===== config.mk =====
export PLATFORM = sky130hd
export DESIGN_NAME = trigpwm_ctrl
export DESIGN_NICKNAME = d
export VERILOG_FILES = /design/src/rtl/trigpwm_pkg.sv /design/src/rtl/trigpwm_rst_sync.sv /design/src/rtl/trigpwm_regs.sv /design/src/rtl/trigpwm_chan.sv /design/src/rtl/trigpwm_ctrl.sv
export SDC_FILE = /design/constraint.sdc
export NUM_CORES = 2
export LEC_CHECK = 0
export BUFFER_PORTS_ARGS = -buffer_cell sky130_fd_sc_hd__buf_2
export CORE_MARGIN = 1
export CORE_UTILIZATION = 50
export DETAILED_ROUTE_END_ITERATION = 10
export HOLD_SLACK_MARGIN = 0.05
export PLACE_DENSITY = 0.69
export SYNTH_ARGS = -nofsm -noshare
export SYNTH_HDL_FRONTEND = slang
export SYNTH_SLANG_ARGS = --single-unit

===== constraint.sdc =====
create_clock -name clk -period 27 [get_ports clk]
set_input_delay 4.05 -clock clk [delete_from_list [all_inputs] [get_ports clk]]
set_output_delay 4.05 -clock clk [all_outputs]
set_load 0.02 [all_outputs]

===== src/rtl/trigpwm_pkg.sv =====
package trigpwm_pkg;
  localparam int DATA_W        = 32;
  localparam int CNT_W         = 24;
  localparam int PRE_W         = 3;
  // control word field bases, one bit per channel in each byte
  localparam int TRIG_LSB      = 0;
  localparam int POL_LSB       = 8;
  localparam int TYPE_LSB      = 16;
  localparam int SMOOTH_LSB    = 24;
  localparam int PRE_STRIDE    = 4;
  // word addresses
  localparam int CTRL_WORD     = 0;
  localparam int PRE_WORD      = 1;
  localparam int CNT_BASE_WORD = 2;

  typedef struct packed {
    logic             pol;
    logic [PRE_W-1:0] pre;
    logic [CNT_W-1:0] per;
    logic [CNT_W-1:0] duty;
  } chan_cfg_t;
endpackage


===== src/rtl/trigpwm_rst_sync.sv =====
module trigpwm_rst_sync (
  input  logic clk,
  input  logic rst_n,
  output logic rst_sync_n
);
  logic s1_q, s2_q;

  always_ff @(posedge clk or negedge rst_n) begin
    if (!rst_n) begin
      s1_q <= 1'b0;
      s2_q <= 1'b0;
    end else begin
      s1_q <= 1'b1;
      s2_q <= s1_q;
    end
  end

  assign rst_sync_n = s2_q;
endmodule


===== src/rtl/trigpwm_regs.sv =====
module trigpwm_regs
  import trigpwm_pkg::*;
#(
  parameter int NCH = 6,
  parameter int AW  = 8
) (
  input  logic              clk,
  input  logic              rst_n,
  input  logic              sel,
  input  logic              we,
  input  logic [AW-1:0]     addr,
  input  logic [DATA_W-1:0] wdata,
  output logic [DATA_W-1:0] rdata,
  output logic [NCH-1:0]    trig_o,
  output logic [NCH-1:0]    smooth_o,
  output chan_cfg_t         cfg_o [NCH]
);
  localparam int WA_W = AW - 2;

  logic [WA_W-1:0]  wa;
  logic             wr, rd;
  logic [NCH-1:0]   trig_q, trig_d, pol_q, pol_d, otype_q, otype_d, smooth_q, smooth_d;
  logic [PRE_W-1:0] pre_q [NCH];
  logic [PRE_W-1:0] pre_d [NCH];
  logic [CNT_W-1:0] per_q [NCH];
  logic [CNT_W-1:0] per_d [NCH];
  logic [CNT_W-1:0] duty_q [NCH];
  logic [CNT_W-1:0] duty_d [NCH];
  logic [DATA_W-1:0] rdata_q, rdata_d;
  logic unused_bits;

  assign wa = addr[AW-1:2];
  assign wr = sel & we;
  assign rd = sel & ~we;
  assign unused_bits = ^{addr[1:0], wdata};

  always_comb begin
    trig_d   = trig_q;
    pol_d    = pol_q;
    otype_d  = otype_q;
    smooth_d = smooth_q;
    pre_d    = pre_q;
    per_d    = per_q;
    duty_d   = duty_q;
    rdata_d  = '0;
    if (wr && wa == WA_W'(CTRL_WORD)) begin
      trig_d   = wdata[TRIG_LSB   +: NCH];
      pol_d    = wdata[POL_LSB    +: NCH];
      otype_d  = wdata[TYPE_LSB   +: NCH];
      smooth_d = wdata[SMOOTH_LSB +: NCH];
    end
    for (int c = 0; c < NCH; c++) begin
      if (wr && wa == WA_W'(PRE_WORD))
        pre_d[c] = wdata[PRE_STRIDE*c +: PRE_W];
      if (wr && wa == WA_W'(CNT_BASE_WORD + 2*c))
        per_d[c] = wdata[CNT_W-1:0];
      if (wr && wa == WA_W'(CNT_BASE_WORD + 2*c + 1))
        duty_d[c] = wdata[CNT_W-1:0];
    end
    if (rd) begin
      if (wa == WA_W'(CTRL_WORD)) begin
        rdata_d[TRIG_LSB   +: NCH] = trig_q;
        rdata_d[POL_LSB    +: NCH] = pol_q;
        rdata_d[TYPE_LSB   +: NCH] = otype_q;
        rdata_d[SMOOTH_LSB +: NCH] = smooth_q;
      end
      for (int c = 0; c < NCH; c++) begin
        if (wa == WA_W'(PRE_WORD))
          rdata_d[PRE_STRIDE*c +: PRE_W] = pre_q[c];
        if (wa == WA_W'(CNT_BASE_WORD + 2*c))
          rdata_d = DATA_W'(per_q[c]);
        if (wa == WA_W'(CNT_BASE_WORD + 2*c + 1))
          rdata_d = DATA_W'(duty_q[c]);
      end
    end
  end

  always_ff @(posedge clk or negedge rst_n) begin
    if (!rst_n) begin
      trig_q   <= '0;
      pol_q    <= '0;
      otype_q  <= '0;
      smooth_q <= '0;
      rdata_q  <= '0;
      for (int c = 0; c < NCH; c++) begin
        pre_q[c]  <= '0;
        per_q[c]  <= '0;
        duty_q[c] <= '0;
      end
    end else begin
      trig_q   <= trig_d;
      pol_q    <= pol_d;
      otype_q  <= otype_d;
      smooth_q <= smooth_d;
      rdata_q  <= rdata_d;
      pre_q    <= pre_d;
      per_q    <= per_d;
      duty_q   <= duty_d;
    end
  end

  assign rdata    = rdata_q;
  assign trig_o   = trig_q;
  assign smooth_o = smooth_q;

  for (genvar c = 0; c < NCH; c++) begin : g_cfg
    assign cfg_o[c] = '{pol: pol_q[c], pre: pre_q[c], per: per_q[c], duty: duty_q[c]};
  end
endmodule


===== src/rtl/trigpwm_chan.sv =====
module trigpwm_chan
  import trigpwm_pkg::*;
(
  input  logic      clk,
  input  logic      rst_n,
  input  logic      trig,
  input  logic      smooth,
  input  chan_cfg_t cfg,
  output logic      pwm_o,
  output logic      load_o,
  output logic      pend_o
);
  logic             trig_q, pend_q, pend_d, out_q, out_d;
  chan_cfg_t        act_q, act_d;
  logic [PRE_W-1:0] pre_cnt_q, pre_cnt_d;
  logic [CNT_W-1:0] per_cnt_q, per_cnt_d;
  logic rise, imm, arm, deferred, load, pre_wrap, per_last, boundary, lvl;

  always_comb begin
    rise     = trig & ~trig_q;
    imm      = rise & ~smooth;
    arm      = rise & smooth;
    pre_wrap = (pre_cnt_q == act_q.pre);
    per_last = ((CNT_W+1)'(per_cnt_q) + (CNT_W+1)'(1)) >= (CNT_W+1)'(act_q.per);
    boundary = pre_wrap & per_last;
    deferred = (pend_q | arm) & boundary & ~imm;
    load     = imm | deferred;
    pend_d   = load ? 1'b0 : (pend_q | arm);
    act_d    = load ? cfg : act_q;
    if (imm) begin
      pre_cnt_d = '0;
      per_cnt_d = '0;
    end else begin
      pre_cnt_d = pre_wrap ? '0 : pre_cnt_q + PRE_W'(1);
      per_cnt_d = pre_wrap ? (per_last ? '0 : per_cnt_q + CNT_W'(1)) : per_cnt_q;
    end
    lvl   = (per_cnt_d < act_d.duty);
    out_d = (~smooth & ~trig) ? 1'b1 : (act_d.pol ? lvl : ~lvl);
  end

  always_ff @(posedge clk or negedge rst_n) begin
    if (!rst_n) begin
      trig_q    <= 1'b0;
      pend_q    <= 1'b0;
      act_q     <= '0;
      pre_cnt_q <= '0;
      per_cnt_q <= '0;
      out_q     <= 1'b1;
    end else begin
      trig_q    <= trig;
      pend_q    <= pend_d;
      act_q     <= act_d;
      pre_cnt_q <= pre_cnt_d;
      per_cnt_q <= per_cnt_d;
      out_q     <= out_d;
    end
  end

  assign pwm_o  = out_q;
  assign load_o = load;
  assign pend_o = pend_q;
endmodule


===== src/rtl/trigpwm_ctrl.sv =====
module trigpwm_ctrl
  import trigpwm_pkg::*;
#(
  parameter int NCH = 6,
  parameter int AW  = 8
) (
  input  logic              clk,
  input  logic              rst_n,
  input  logic              bus_sel,
  input  logic              bus_we,
  input  logic [AW-1:0]     bus_addr,
  input  logic [DATA_W-1:0] bus_wdata,
  output logic [DATA_W-1:0] bus_rdata,
  output logic [NCH-1:0]    pwm_o
);
  logic           rst_sync_n;
  logic [NCH-1:0] trig_v, smooth_v, load_v, pend_v;
  chan_cfg_t      cfg_v [NCH];

  trigpwm_rst_sync u_rst (
    .clk(clk), .rst_n(rst_n), .rst_sync_n(rst_sync_n)
  );

  trigpwm_regs #(.NCH(NCH), .AW(AW)) u_regs (
    .clk(clk), .rst_n(rst_sync_n), .sel(bus_sel), .we(bus_we),
    .addr(bus_addr), .wdata(bus_wdata), .rdata(bus_rdata),
    .trig_o(trig_v), .smooth_o(smooth_v), .cfg_o(cfg_v)
  );

  for (genvar c = 0; c < NCH; c++) begin : g_ch
    trigpwm_chan u_chan (
      .clk(clk), .rst_n(rst_sync_n), .trig(trig_v[c]), .smooth(smooth_v[c]),
      .cfg(cfg_v[c]), .pwm_o(pwm_o[c]), .load_o(load_v[c]), .pend_o(pend_v[c])
    );
  end
endmodule


==> run summary <==
# DRC = 0
vias in the first global route = 32.0k
initial antenna violation count = 18
Seq. cell area = 0.0214 sq mm
Top Layer Used = met5
gr ovfl total = 0
share of layout cells above drive strength 1 = 16.3%
Synth warnings = 0
CP Buf/Inv Count = 1
Fin. Hold Viols = 0
IO Port Bufs = 75
max-slew violations = 0
GP Congestion = 0.970
crit-path max cell delay = 820 ps
Final Non-Filler Cells = 5,474
CP Launch Type = register
endpoint type of the worst setup path = register
CTS tree = yes
Resized cells post-CTS = 0
pin count of the biggest net entering global routing = 201
first-pass GRT wire length = 200,000 microns
clk_lat worst skew = 650 ps
worst vdd ir = 0.0719 mV
WL final = 132,000 microns
met3 routed wirelength = 11,500 microns
met2 WL = 56,300 microns
total CTS buffers = 91
Setup Crit Path Kind = register to register
Synth Flop Type = dfrtp_1
Slowest-stage cell, CP = nand4_1
met1 wire length = 58,900 microns
Setup Buffers After CTS = 0
CTS H-tree depth = 3
hold_buf cts = 0
die height = 300 microns
commonest non-fill, non-tap cell in the layout = dfrtp_1
DR iter-0 viols = 3,295
PD cells = 94.4 mW/mm^2
routed len/inst = 24.1 microns
filler instances = 7,455
Layout Skew = 21.2 ps
Avg Synthesized Cell Area = 10.6 sq um
Initial Utilization = 50.4%
clk buf depth = 3
Netlist Area Pre-Place = 0.0445 sq mm
Vias/cell = 6.03
Hold WS = 363 ps
async set-or-reset flop fraction in the synthesized netlist = 100%
Reg clk slew, reported paths = 60 ps
unrepaired setup endpoints after global routing = no
Synth Instances = 4,216
worst min-delay path class = register to register
Period minus WS final = 7930 ps
die area = 0.0902 sq mm
Post-synth EDFFs = 0
synthesized flop and latch total = 854
Cells after DPL = 5,301
Max-Cap Viols = 0
period utilization = 29.4%
Slew @ Worst Pin = 1290 ps
post-route setup TNS = 0 ps
Die Wd = 300 microns
Root Driver = clkbuf_16
CP Cell Sequence = ha_1, nand4_1, nor4_2, and3_1, and3_1, nand3_1, xnor2_1, ha_1, nand4_1, nor4_1, o311ai_1, nand4_1, nand2_1, nand2_2, buf_4, mux2i_1, ha_1, a2111oi_0, o221ai_1, o22a_1, a31oi_1, xor2_1, o21ai_1
Worst slew margin = 14.0%
outcome = finished, final reports clean
area of the multi-input gates = 0.0211 sq mm
GRT Overall Usage = 29.3%
Seq/Total Area, Yosys = 48.0%
Yosys cell types = 88
dpl hpwl = 93,000 microns
critical path's top delay family = simple AND/OR/NAND/NOR gates
fin nets = 4,567
clock sinks = 854
WP data arrival = 8490 ps
remaining antenna violation count = 0
First-pass DRT Iterations = 5
power consumption = 0.00464 W
maximum clock rate = 126 MHz
P_leak = 24.7 nW
I/O pins = 82
most frequent cells in the layout = dfrtp_1, nand2_1, mux2_2
vias post-DR = 33.0k
count of final setup violators = 0
Layout area overhead = 10.5%
Rows = 109
total core area = 0.0882 sq mm
Critical Path RT = 27,560 ps
highest net fanout along the worst path = 75
## state kept, by name, summed over array words and instances (netlist names)
register and flops:
u_regs.trig_o 6, u_regs.cfg_o 306, u_regs.smooth_o 6, g_ch.u_chan.per_cnt_q 144, g_ch.u_chan.pre_cnt_q 18, u_regs.rdata 30
g_ch.u_chan.act_q 312, g_ch.u_chan.pend_o 6, g_ch.u_chan.trig_q 6, u_rst.rst_sync_n 1, g_ch.u_chan.pwm_o 6, u_regs.otype_q 6
u_rst.s1_q 1, u_regs.pol_q 6
## logic make-up after synthesis
family          Yosys count  synth area share [%]
fa+ha+maj               294                  8.27
compound gates          813                  11.3
flops                   854                  48.0
xor+xnor                157                  3.09
buf+inv                 513                  4.70
simple gates           1048                  11.4
other cells               2                0.0169
mux                     535                  13.1
## final timing paths
path | from | end | slack (ps) | cells after the start
min reg2reg | u_rst.s1_q | u_rst.rst_sync_n | 360 | 0
max in group asynchronous | u_rst.rst_sync_n | u_regs.rdata[10] | 23310 | 3
max reg2reg | g_ch[3].u_chan.per_cnt_q[0] | g_ch[3].u_chan.pwm_o | 19070 | 23
min in group asynchronous | u_rst.rst_sync_n | u_regs.cfg_o[60] | 470 | 0
min | u_rst.s1_q | u_rst.rst_sync_n | 360 | 0
max | g_ch[3].u_chan.per_cnt_q[0] | g_ch[3].u_chan.pwm_o | 19070 | 23
## cells in the mapped netlist (6+ instances only)
master     number  area share (%)
dfrtp_1       848              48
nor3_1         38            0.43
and4_1         12            0.24
o21ai_0       292             3.3
clkbuf_1      144             1.2
mux2_2        366             9.3
buf_6           6            0.15
inv_1         300             2.5
xnor2_1        96             1.9
buf_2          30            0.34
nor2_1        206             1.7
mux2_1         16            0.40
a2111oi_0       9            0.18
nand3_1       126             1.4
dfstp_2         6            0.35
nand2b_1       18            0.25
o21a_1         10            0.17
a211oi_1       17            0.29
a22oi_1        39            0.66
buf_1          10           0.084
a21o_1         45            0.76
a21oi_1       216             2.4
mux2i_1       153             3.4
a31oi_1        21            0.30
a222oi_1       14            0.31
and3_1         60            0.84
xor2_1         61             1.2
and2_1         13            0.18
nand2_1       380             3.2
o22ai_1         8            0.11
a22o_1         27            0.53
nor4_1         13            0.18
o211ai_1       10            0.17
nor3b_1         8            0.13
nor2b_1        28            0.39
nand4_1        75             1.1
a221oi_1       29            0.57
buf_4          22            0.37
ha_1          294             8.3
o221ai_1        6            0.12
a2bb2oi_1      16            0.31
nand3b_1       39            0.66
## area by class of cell
class                   instances  share of cell area (%)
well taps                    1165                    2.97
clock buffers                 133                    5.59
inverters                     301                    2.30
repair buffers                131                    1.67
diodes                          5                  0.0255
flip-flops and latches        854                    43.5
clock inverters                35                    1.00
multi-input cells            2850                    42.9
## layer usage
layer  vias up  GRT usage, %
met5         -             0
met3       251          5.46
met4        20          10.9
li1      14900             -
met2      1284          42.6
met1     16500          43.4
## report_power, final
group	switching (W)	internal [W]	total, W
clock network	0.000538	0.000804	0.00134
registers	0.000172	0.00151	0.00169
logic	0.00100	0.000609	0.00161
total	0.00171	0.00293	0.00464
## worst reg2reg max path: cells and delay by family, from the launching register on
kind / cells / cell delay [ps]
buffers and inverters: 1 / 620
muxes: 1 / 450
adders and majority gates: 3 / 900
xor gates and xnor gates: 2 / 380
and+or+nand+nor: 10 / 3330
DFF: 1 / 450
AOI/OAI and AO/OA: 6 / 1720
## metrics by stage
step | instance area (sq um) | worst slack [ps] | utilization, %
floorplan | 44500 | 1440 | -
global placement | 45900 | 19110 | 52.0
detailed placement | 45900 | 19150 | 52.0
CTS | 49100 | 19130 | 55.7
global route | 49100 | 18370 | 55.7
finish | 49200 | 19070 | 55.7
Note: power is estimated with default switching activity, not from simulation.
